File: config.mk
export PLATFORM = sky130hd
export DESIGN_NAME = prefetch_queue
export DESIGN_NICKNAME = d
export VERILOG_FILES = /design/src/rtl/pfq_pkg.sv /design/src/rtl/pfq_word_split.sv /design/src/rtl/pfq_fetch_ctrl.sv /design/src/rtl/pfq_byte_store.sv /design/src/rtl/prefetch_queue.sv
export SDC_FILE = /design/constraint.sdc
export NUM_CORES = 1
export LEC_CHECK = 0
export BUFFER_PORTS_ARGS = -buffer_cell sky130_fd_sc_hd__buf_2
export CORE_MARGIN = 1
export CORE_UTILIZATION = 60
export CTS_BUF_LIST = sky130_fd_sc_hd__clkbuf_8
export CTS_CLUSTER_SIZE = 10
export DETAILED_ROUTE_END_ITERATION = 12
export HOLD_SLACK_MARGIN = 0.08
export PLACE_DENSITY = 0.82
export SETUP_SLACK_MARGIN = 0.5
export SLEW_MARGIN = 0
export SYNTH_ARGS = -nofsm -noshare
export SYNTH_HDL_FRONTEND = slang
export SYNTH_SLANG_ARGS = --single-unit
File: constraint.sdc
create_clock -name clk -period 5.7 [get_ports clk]
set_input_delay 0.855 -clock clk [delete_from_list [all_inputs] [get_ports clk]]
set_output_delay 0.855 -clock clk [all_outputs]
set_load 0.005 [all_outputs]
File: src/rtl/pfq_pkg.sv
`timescale 1ns/1ps
package pfq_pkg;
  localparam int unsigned BYTE_W = 8;
  localparam int unsigned WORD_W = 16;
  localparam int unsigned LANES  = WORD_W / BYTE_W;

  typedef logic [BYTE_W-1:0] byte_t;
  typedef logic [WORD_W-1:0] word_t;

  // Bytes handed from a returned word to the store, in address order
  typedef struct packed {
    logic [1:0] n;   // number of valid bytes: 0, 1 or 2
    byte_t      b0;  // first byte (lower address)
    byte_t      b1;  // second byte
  } split_t;
endpackage

File: src/rtl/pfq_word_split.sv
`timescale 1ns/1ps
module pfq_word_split
  import pfq_pkg::*;
(
  input  logic   keep,
  input  logic   odd,
  input  word_t  word,
  output split_t sp
);
  byte_t lane [LANES];

  for (genvar g = 0; g < LANES; g++) begin : g_lane
    assign lane[g] = word[g*BYTE_W +: BYTE_W];
  end

  always_comb begin
    sp = '0;
    if (keep) begin
      if (odd) begin
        sp.n  = 2'd1;
        sp.b0 = lane[1];
      end else begin
        sp.n  = 2'd2;
        sp.b0 = lane[0];
        sp.b1 = lane[1];
      end
    end
  end
endmodule

File: src/rtl/pfq_fetch_ctrl.sv
`timescale 1ns/1ps
module pfq_fetch_ctrl #(
  parameter int unsigned    AW         = 20,
  parameter logic [AW-1:0]  RESET_ADDR = '0
) (
  input  logic          clk,
  input  logic          rst_n,
  input  logic          flush,
  input  logic [AW-1:0] flush_addr,
  input  logic          space_ok,
  input  logic          fetch_ready,
  input  logic          resp_valid,
  output logic          fetch_valid,
  output logic [AW-1:0] fetch_addr,
  output logic          keep,
  output logic          keep_odd
);
  logic [AW-1:0] ptr;
  logic          pending;
  logic          stale;
  logic          pend_odd;
  logic [AW-1:0] ptr_next_even;

  assign ptr_next_even = {ptr[AW-1:1] + 1'b1, 1'b0};
  assign fetch_valid   = space_ok && !pending && !flush;
  assign fetch_addr    = ptr;
  assign keep          = resp_valid && pending && !stale && !flush;
  assign keep_odd      = pend_odd;

  always_ff @(posedge clk) begin
    if (!rst_n) begin
      ptr      <= RESET_ADDR;
      pending  <= 1'b0;
      stale    <= 1'b0;
      pend_odd <= 1'b0;
    end else begin
      if (resp_valid && pending) begin
        pending <= 1'b0;
        stale   <= 1'b0;
      end
      if (flush) begin
        ptr <= flush_addr;
        if (pending && !resp_valid) stale <= 1'b1;
      end else if (fetch_valid && fetch_ready) begin
        pending  <= 1'b1;
        stale    <= 1'b0;
        pend_odd <= ptr[0];
        ptr      <= ptr_next_even;
      end
    end
  end

  // a stalled request keeps its address
  a_r3_req_hold: assert property (@(posedge clk) disable iff (!rst_n)
    fetch_valid && !fetch_ready && !flush |=> flush || (fetch_valid && $stable(fetch_addr)));
  // never a second request while one is in flight
  a_r2_one_outstanding: assert property (@(posedge clk) disable iff (!rst_n)
    fetch_valid && fetch_ready |=> !fetch_valid);
  // restart address is loaded by a flush
  a_r8_restart_addr: assert property (@(posedge clk) disable iff (!rst_n)
    flush |=> fetch_addr == $past(flush_addr));
  // after an accepted request the pointer is even
  a_r9_align_after_fetch: assert property (@(posedge clk) disable iff (!rst_n)
    fetch_valid && fetch_ready |=> fetch_addr[0] == 1'b0);
  // a response only answers a request
  a_r10_resp_has_req: assert property (@(posedge clk) disable iff (!rst_n)
    resp_valid |-> pending);
endmodule

File: src/rtl/pfq_byte_store.sv
`timescale 1ns/1ps
module pfq_byte_store
  import pfq_pkg::*;
#(
  parameter  int unsigned DEPTH = 6,
  localparam int unsigned CW    = $clog2(DEPTH + 1)
) (
  input  logic          clk,
  input  logic          rst_n,
  input  logic          flush,
  input  split_t        sp,
  input  logic          rd_ready,
  output logic          out_valid,
  output byte_t         out_data,
  output logic [CW-1:0] level
);
  localparam int unsigned PW = (DEPTH > 1) ? $clog2(DEPTH) : 1;

  function automatic logic [PW-1:0] step(input logic [PW-1:0] p);
    if (p == PW'(DEPTH - 1)) return '0;
    return p + 1'b1;
  endfunction

  byte_t         mem [DEPTH];
  logic [PW-1:0] rptr, wptr, wptr1;
  logic          empty, take, byp_take;
  logic [1:0]    st_n;
  byte_t         st0;
  logic [CW:0]   nxt;

  assign empty     = (level == '0);
  assign out_valid = !flush && (!empty || sp.n != 2'd0);
  assign out_data  = empty ? sp.b0 : mem[rptr];
  assign take      = out_valid && rd_ready;
  assign byp_take  = take && empty;
  assign st_n      = byp_take ? sp.n - 2'd1 : sp.n;
  assign st0       = byp_take ? sp.b1 : sp.b0;
  assign wptr1     = step(wptr);
  assign nxt       = {1'b0, level} + {{(CW-1){1'b0}}, sp.n} - {{CW{1'b0}}, take};

  always_ff @(posedge clk) begin
    if (!rst_n || flush) begin
      level <= '0;
      rptr  <= '0;
      wptr  <= '0;
    end else begin
      level <= nxt[CW-1:0];
      if (take && !empty) rptr <= step(rptr);
      case (st_n)
        2'd1:    wptr <= wptr1;
        2'd2:    wptr <= step(wptr1);
        default: ;
      endcase
    end
  end

  always_ff @(posedge clk) begin
    for (int i = 0; i < DEPTH; i++) begin
      if (st_n != 2'd0 && PW'(i) == wptr)      mem[i] <= st0;
      else if (st_n == 2'd2 && PW'(i) == wptr1) mem[i] <= sp.b1;
    end
  end

  // level bounded by the depth
  a_r1_no_overflow: assert property (@(posedge clk) disable iff (!rst_n)
    level <= CW'(DEPTH));
  // incoming bytes always fit
  a_r1_room: assert property (@(posedge clk) disable iff (!rst_n)
    !flush |-> nxt <= (CW+1)'(DEPTH));
  // a stalled byte holds
  a_r6_head_hold: assert property (@(posedge clk) disable iff (!rst_n)
    out_valid && !rd_ready && !flush |=> flush || (out_valid && $stable(out_data)));
  // a flush empties the store
  a_r8_flush_clears: assert property (@(posedge clk) disable iff (!rst_n)
    flush |=> level == '0);
  // one in and one out leaves the level unchanged
  a_r7_net_zero: assert property (@(posedge clk) disable iff (!rst_n)
    !flush && take && sp.n == 2'd1 |=> level == $past(level));
endmodule

File: src/rtl/prefetch_queue.sv
`timescale 1ns/1ps
module prefetch_queue
  import pfq_pkg::*;
#(
  parameter int unsigned   DEPTH      = 6,
  parameter int unsigned   AW         = 20,
  parameter logic [AW-1:0] RESET_ADDR = 20'hFFFF0
) (
  input  logic          clk,
  input  logic          rst_n,
  input  logic          flush,
  input  logic [AW-1:0] flush_addr,
  output logic          fetch_valid,
  input  logic          fetch_ready,
  output logic [AW-1:0] fetch_addr,
  input  logic          resp_valid,
  input  logic [15:0]   resp_data,
  output logic          byte_valid,
  input  logic          byte_ready,
  output logic [7:0]    byte_data
);
  localparam int unsigned CW = $clog2(DEPTH + 1);

  logic          space_ok;
  logic          keep, keep_odd;
  split_t        sp;
  logic [CW-1:0] level;

  assign space_ok = (level <= CW'(DEPTH - 2));

  pfq_fetch_ctrl #(.AW(AW), .RESET_ADDR(RESET_ADDR)) u_ctrl (
    .clk(clk), .rst_n(rst_n), .flush(flush), .flush_addr(flush_addr),
    .space_ok(space_ok), .fetch_ready(fetch_ready), .resp_valid(resp_valid),
    .fetch_valid(fetch_valid), .fetch_addr(fetch_addr),
    .keep(keep), .keep_odd(keep_odd)
  );

  pfq_word_split u_split (
    .keep(keep), .odd(keep_odd), .word(resp_data), .sp(sp)
  );

  pfq_byte_store #(.DEPTH(DEPTH)) u_store (
    .clk(clk), .rst_n(rst_n), .flush(flush), .sp(sp), .rd_ready(byte_ready),
    .out_valid(byte_valid), .out_data(byte_data), .level(level)
  );

  // a request is raised only with two free slots
  a_r2_room_on_request: assert property (@(posedge clk) disable iff (!rst_n)
    fetch_valid |-> level <= CW'(DEPTH - 2));
  // nothing offered during a flush
  a_r8_quiet_flush: assert property (@(posedge clk) disable iff (!rst_n)
    flush |-> !byte_valid && !fetch_valid);
endmodule

# After elaboration in Yosys (flattened, before gate mapping)
# Memories as Yosys holds them, arrays and structs flattened. A register that Yosys moved wholly into a read port is not among the register bits.
# Cells that the tools add are included.
word_totals:
  regBits: 32
  mem_bits_rw: 48
  output_inout_bits: 30
  word_cells: 160
  n_memories: 1
classes:
  addsub: 7
  n_lt_le_gt_ge: 1
  n_eq_ne: 15
  n_mux: 79
  n_bitwise: 7
  n_reduce_logical: 43
memory_table:
  columns: ["name", "depth", "width", "rd", "rd_clocked_by_memory_dff", "wr", "line_no", "rtl"]
  rows:
  - ["u_store.mem", 6, 8, 1, 1, 2, "pfq_byte_store.sv:24", "byte_t mem [DEPTH];"]
op_table:
  columns: ["op", "n"]
  rows:
  - ["8-bit two-way mux", 13]
  - ["1-bit two-way mux", 48]
  - ["20-bit two-way mux", 2]
  - ["3-bit two-way mux", 12]
  - ["8-bit OR reduction", 4]
  - ["1-bit logical AND", 23]
  - ["19-bit by 1-bit adder with 19-bit output, second input constant", 1]
  - ["18-bit two-way mux", 1]
  - ["2-bit by 3-bit equality test with 1-bit output, first input constant", 4]
  - ["3-bit equality test, first input constant", 4]
  - ["10-bit two-way mux", 1]
  - ["3-bit by 1-bit adder with 3-bit output, second input constant", 3]
  - ["3-bit equality test, second input constant", 3]
  - ["3-bit logical NOT", 3]
  - ["2-bit nonzero test", 4]
  - ["1-bit by 3-bit equality test with 1-bit output, first input constant", 2]
  - ["1-bit logical NOT", 6]
  - ["1-bit OR", 6]
  - ["3-bit case mux with 2 select lines", 1]
  - ["3-bit by 2-bit adder with 3-bit output", 1]
  - ["3-bit <= comparator, second input constant", 1]
  - ["3-bit by 1-bit subtractor with 3-bit output", 1]
  - ["2-bit by 1-bit equality test with 1-bit output, second input constant", 1]
  - ["2-bit equality test, second input constant", 1]
  - ["other kinds (5)", 6]

# Longest topological paths before layout
depth:
  ltp_word: 19
  ltp_mapped: 18

# Hierarchy
# A second synthesis with hierarchy kept.
hier_totals:
  hier_cells: 454
  hier_area_um2: 4958.5
by_module_without_submodules:
  columns: ["module", "instances", "cells_per_inst", "area_each_um2", "seq_area_each_um2"]
  rows:
  - ["pfq_byte_store", 1, 256, 3330.7, 1681.6]
  - ["pfq_fetch_ctrl", 1, 169, 1402.6, 460.4]
  - ["pfq_word_split", 1, 28, 220.2, 0.0]
  - ["prefetch_queue", 1, 1, 5.0, 0.0]

# Worst setup path after synthesis
# Ideal clock, no wire load.
synth_timing:
  kind: "input-to-reg"
  from: "input port resp_valid"
  to: "memory u_store.mem[2][5] (netlist bit) (data pin)"
  setup_time_ns: 0.266
  t_arrival_ns: 3.978
  required_ns: 5.434
  path_slack_ns: 1.456
  stages: 17
  n_path_buf: 3
  cell_sequence: "nand2_1 > or3_1 > clkbuf_1 > nor2_1 > inv_1 > ha_1 > nor3b_2 > nand2_1 > xnor2_1 > ha_1 > buf_2 > and2_1 > a22oi_2 > buf_6 > mux2i_1 > o21a_1 > nor2_1"
synth_lines:
  columns: ["item", "line_no", "rtl"]
  rows:
  - ["from (decl)", "prefetch_queue.sv:16", "input logic resp_valid,"]
  - ["to (decl)", "pfq_byte_store.sv:24", null]

==> impl_summary.md <==
Run status
The flow ran to the end, but the final reports show violations. The final reports fail on DRC.

CTS
The number of levels the H-tree was split into is 3. The buffer count from post-CTS setup fixing is 0. After clock tree synthesis, the clock-pin slew on the worst setup and hold paths is approximately 80 ps. CTS placed an instance of clkbuf_8 at the clock tree root. The maximum buffer depth of the clock tree is 2. In this run, CTS created clock tree buffers numbering 9. The clock sink count is slightly above 80.

The number of gates given a new drive strength after cts is 0. The clock tree from TritonCTS is built. The number of buffers added to fix hold violations after cts is 0. The clock latency reported for the late side of the worst-skew pair is roughly 360 ps.

Detailed routing
The per-cell via count in the routed design is between 6 and 7. The detailed-router iteration count before antenna repair is 9. In the final routed layout, each cell accounts on average for around 18 µm. The initial detailed-routing violation count is roughly 320. The count of nets left with antenna violations once routing finished came out at 0. The post-route DRC violation count is 6.

The detailed-route wire length is 13.3 mm. For this block, the via count after detailed routing is about 4,800.

Synthesis
After synthesis the cells add up to approximately 5500 µm². In the synthesized netlist, the number of instances is around 600. The Yosys step of the flow raised 0 warnings. The fraction of registers with async set/reset is 0%. The number of different library cells in the post-synthesis netlist is 53. The portion of the post-synthesis area used by sequential elements is roughly 39%. The net count of the mapped netlist is 649. The number of register bits inferred by synthesis is 83. Counting flops with a built-in enable in the synthesized netlist gives 48.

The average instance area after synthesis is around 9.2 µm². The flip-flop cell with the highest count after synthesis is edfxtp_1.

Placed design
Detailed placement ended at an HPWL of between 8 and 9 mm. The count of port buffers added during placement is 71. In this run, placement finished with an instance count of ~730.

The congestion estimate from routability-driven global placement came to 0.842.

Timing
The setup clock skew after layout is around 9 ps. The total negative setup slack is 0 ps. Setup repair after global routing left no endpoint under its margin. The worst path in the final design needs a cycle of roughly 4600 ps, including I/O delays and setup. For the pin with the worst max-slew slack, the measured transition is about 1100 ps. The number of failing setup endpoints in the final timing report is 0.

The worst slack on hold paths is roughly 490 ps. The worst pin sits at a relative slew slack of about 26%. The number of max-slew violations in the final report is 0. The highest achievable clock rate is about 220 MHz. The final period utilization is between 80 and 90%. The hold violation count in the final report is 0.

Critical path
The launching element type of the critical path is a primary input. In this run the worst setup path begins at flush. For flop-to-flop paths, the worst setup slack is roughly 1500 ps. The worst setup path is captured at a register. The reg-to-reg endpoint is u_store.mem[3][7]$_DFFE_PP_. The type of the worst setup path is in2reg. The maximum fanout along the worst path is 42. The worst register-to-register path begins at u_ctrl.pending$_SDFF_PN0_. Following the worst setup path forward leads to its endpoint at u_store.mem[3][7]$_DFFE_PP_. The data arrival time at the worst-slack endpoint is around 4700 ps.

The data required time at the worst endpoint is 5800 ps. The cell count of the worst reg-to-reg path is 15.

Power and ir drop
The static leakage is 2.38 nW. VDD sags by at most about 0.11 mV. The power density over cell area is between 200 and 250 nW/µm². Power comes to between 1 and 1.5 mW.

Final layout
0 antenna diodes ended up in the layout. The net count of the finished layout is between 600 and 700. The library cells used most frequently in the layout, excluding fill and tap cells, are buf_2 (71), nor2_1 (67), mux2i_1 (58). Leaving out fill and tap cells, the most frequent cell in the layout is buf_2. Cells fill between 60% and 70% of the core in the end. The synthesis-to-layout area growth is 9.14%. For this run, the number of standard cells in the final layout without fillers is about 750.

The layout filler cell count is between 700 and 800. Of the cells placed in the final design, the portion with a size suffix greater than 1 is 17.4%.

Global route
The overall routing resource usage is 28.6%. The number of antenna violations at the first check in global routing was 0. The leftover overflow at the end of global routing is 0. The first-pass GRT wire length is roughly 22 mm. The via count of the first global-routing pass is around 4,400. Entering global routing, the biggest net connects 81 pins.

Die
The initialized floorplan defines 34 standard-cell rows. The die covers 9550 µm². The die is slightly below 100 µm tall. For this configuration, the core starts out at a cell density of between 60% and 70%. The region available for standard cell placement spans ~9000 µm².

The die width is between 90 and 100 µm. In this run the count of I/O pins placed on the die edge is 72.

Min path
The path class of the tightest hold or removal check is reg2reg.

Job
The tool flagged a number of max-cap violations equal to 0.
[power by group]
part | internal (mW) | switching [mW] | leakage (nW)
sequential | 0.644 | 0.0180 | 0.737
combinational | 0.0790 | 0.0983 | 1.54
clock | 0.241 | 0.222 | 0.102
[per-layer routing]
layer  vias to the layer above  part of all wire (%)  global-route usage [%]
met5                         -                     0                       0
met1                      2283                    44                    39.2
met3                        27                   5.3                    3.79
met4                         0                   1.7                    10.1
met2                       184                    49                    46.7
li1                       2261                     -                       -
[state kept, by name, indices dropped and copies added (netlist names), named ones only]
signal,flops
u_ctrl.keep_odd,1
u_store.wptr,3
u_store.level,3
u_ctrl.pending,1
u_store.mem,48
u_store.rptr,3
u_ctrl.fetch_addr,20
[cell usage after synthesis, drive strengths merged (13+ instances only)]
cell type  count  area [µm²]
a21oi         13        68.8
a211oi        16         120
nor2          67         251
dfxtp         35         701
edfxtp        48        1440
o21ai         23         115
nand2         43         161
mux2i         58         581
nand3         53         265
o21a          42         315
clkbuf        39         146
[cell families (layout without fill, tap and decap cells)]
| logic type | Yosys count | count (layout) | synth area share (%) |
|---|---|---|---|
| muxes | 67 | 67 | 14.0 |
| xor gates and xnor gates | 8 | 8 | 1.27 |
| and+or+nand+nor | 226 | 226 | 20.1 |
| DFF | 83 | 83 | 38.9 |
| adders and majority gates | 10 | 10 | 2.41 |
| buffers and inverters | 63 | 105 | 5.25 |
| AOI/OAI and AO/OA | 140 | 140 | 18.0 |
[worst min path at each step]
stage	from	endpoint	slack (ps)	cells after the start
2_1_floorplan	u_store.rptr[1]$_SDFFE_PP0N_	register	460	2
3_3_place_gp	u_store.rptr[1]$_SDFFE_PP0N_	u_store.rptr[2]$_SDFFE_PP0N_	470	2
3_5_place_dp	u_ctrl.fetch_addr[0]$_SDFFE_PN0P_	u_ctrl.keep_odd$_SDFFE_PN0P_	480	2
4_1_cts	u_ctrl.fetch_addr[0]$_SDFFE_PN0P_	u_ctrl.keep_odd$_SDFFE_PN0P_	490	2
5_1_grt	u_ctrl.fetch_addr[0]$_SDFFE_PN0P_	u_ctrl.keep_odd$_SDFFE_PN0P_	530	2
6_report	u_store.rptr[1]$_SDFFE_PP0N_	u_store.rptr[2]$_SDFFE_PP0N_	490	2
[area by class of cell]
type | count | area, µm² | share of cell area [%]
multi-input cells | 451 | 3070 | 51.1
flip-flops and latches | 83 | 2150 | 35.7
repair buffers | 77 | 400 | 6.67
well taps | 108 | 135 | 2.25
clock buffers | 9 | 124 | 2.06
clock inverters | 7 | 83.8 | 1.40
inverters | 12 | 45.0 | 0.750
[worst max-delay path, stage by stage]
cell	delay (ps)
buf_2	310
or3_1	450
nor2_1	140
inv_1	90
ha_1	210
nor3b_2	150
buf_4	190
nand2_1	120
xnor2_1	190
ha_1	340
and4b_1	280
a22oi_2	860
mux2i_1	300
o21a_1	130
nor2_1	40
[metrics by stage]
step | cell area, µm² | setup WS (ps)
2_1_floorplan | 5500 | 1460
3_3_place_gp | 5800 | 918
3_5_place_dp | 5800 | 802
4_1_cts | 6000 | 1170
5_1_grt | 6000 | 810
6_report | 6000 | 1130
Note: power is estimated with default switching activity, not from simulation.
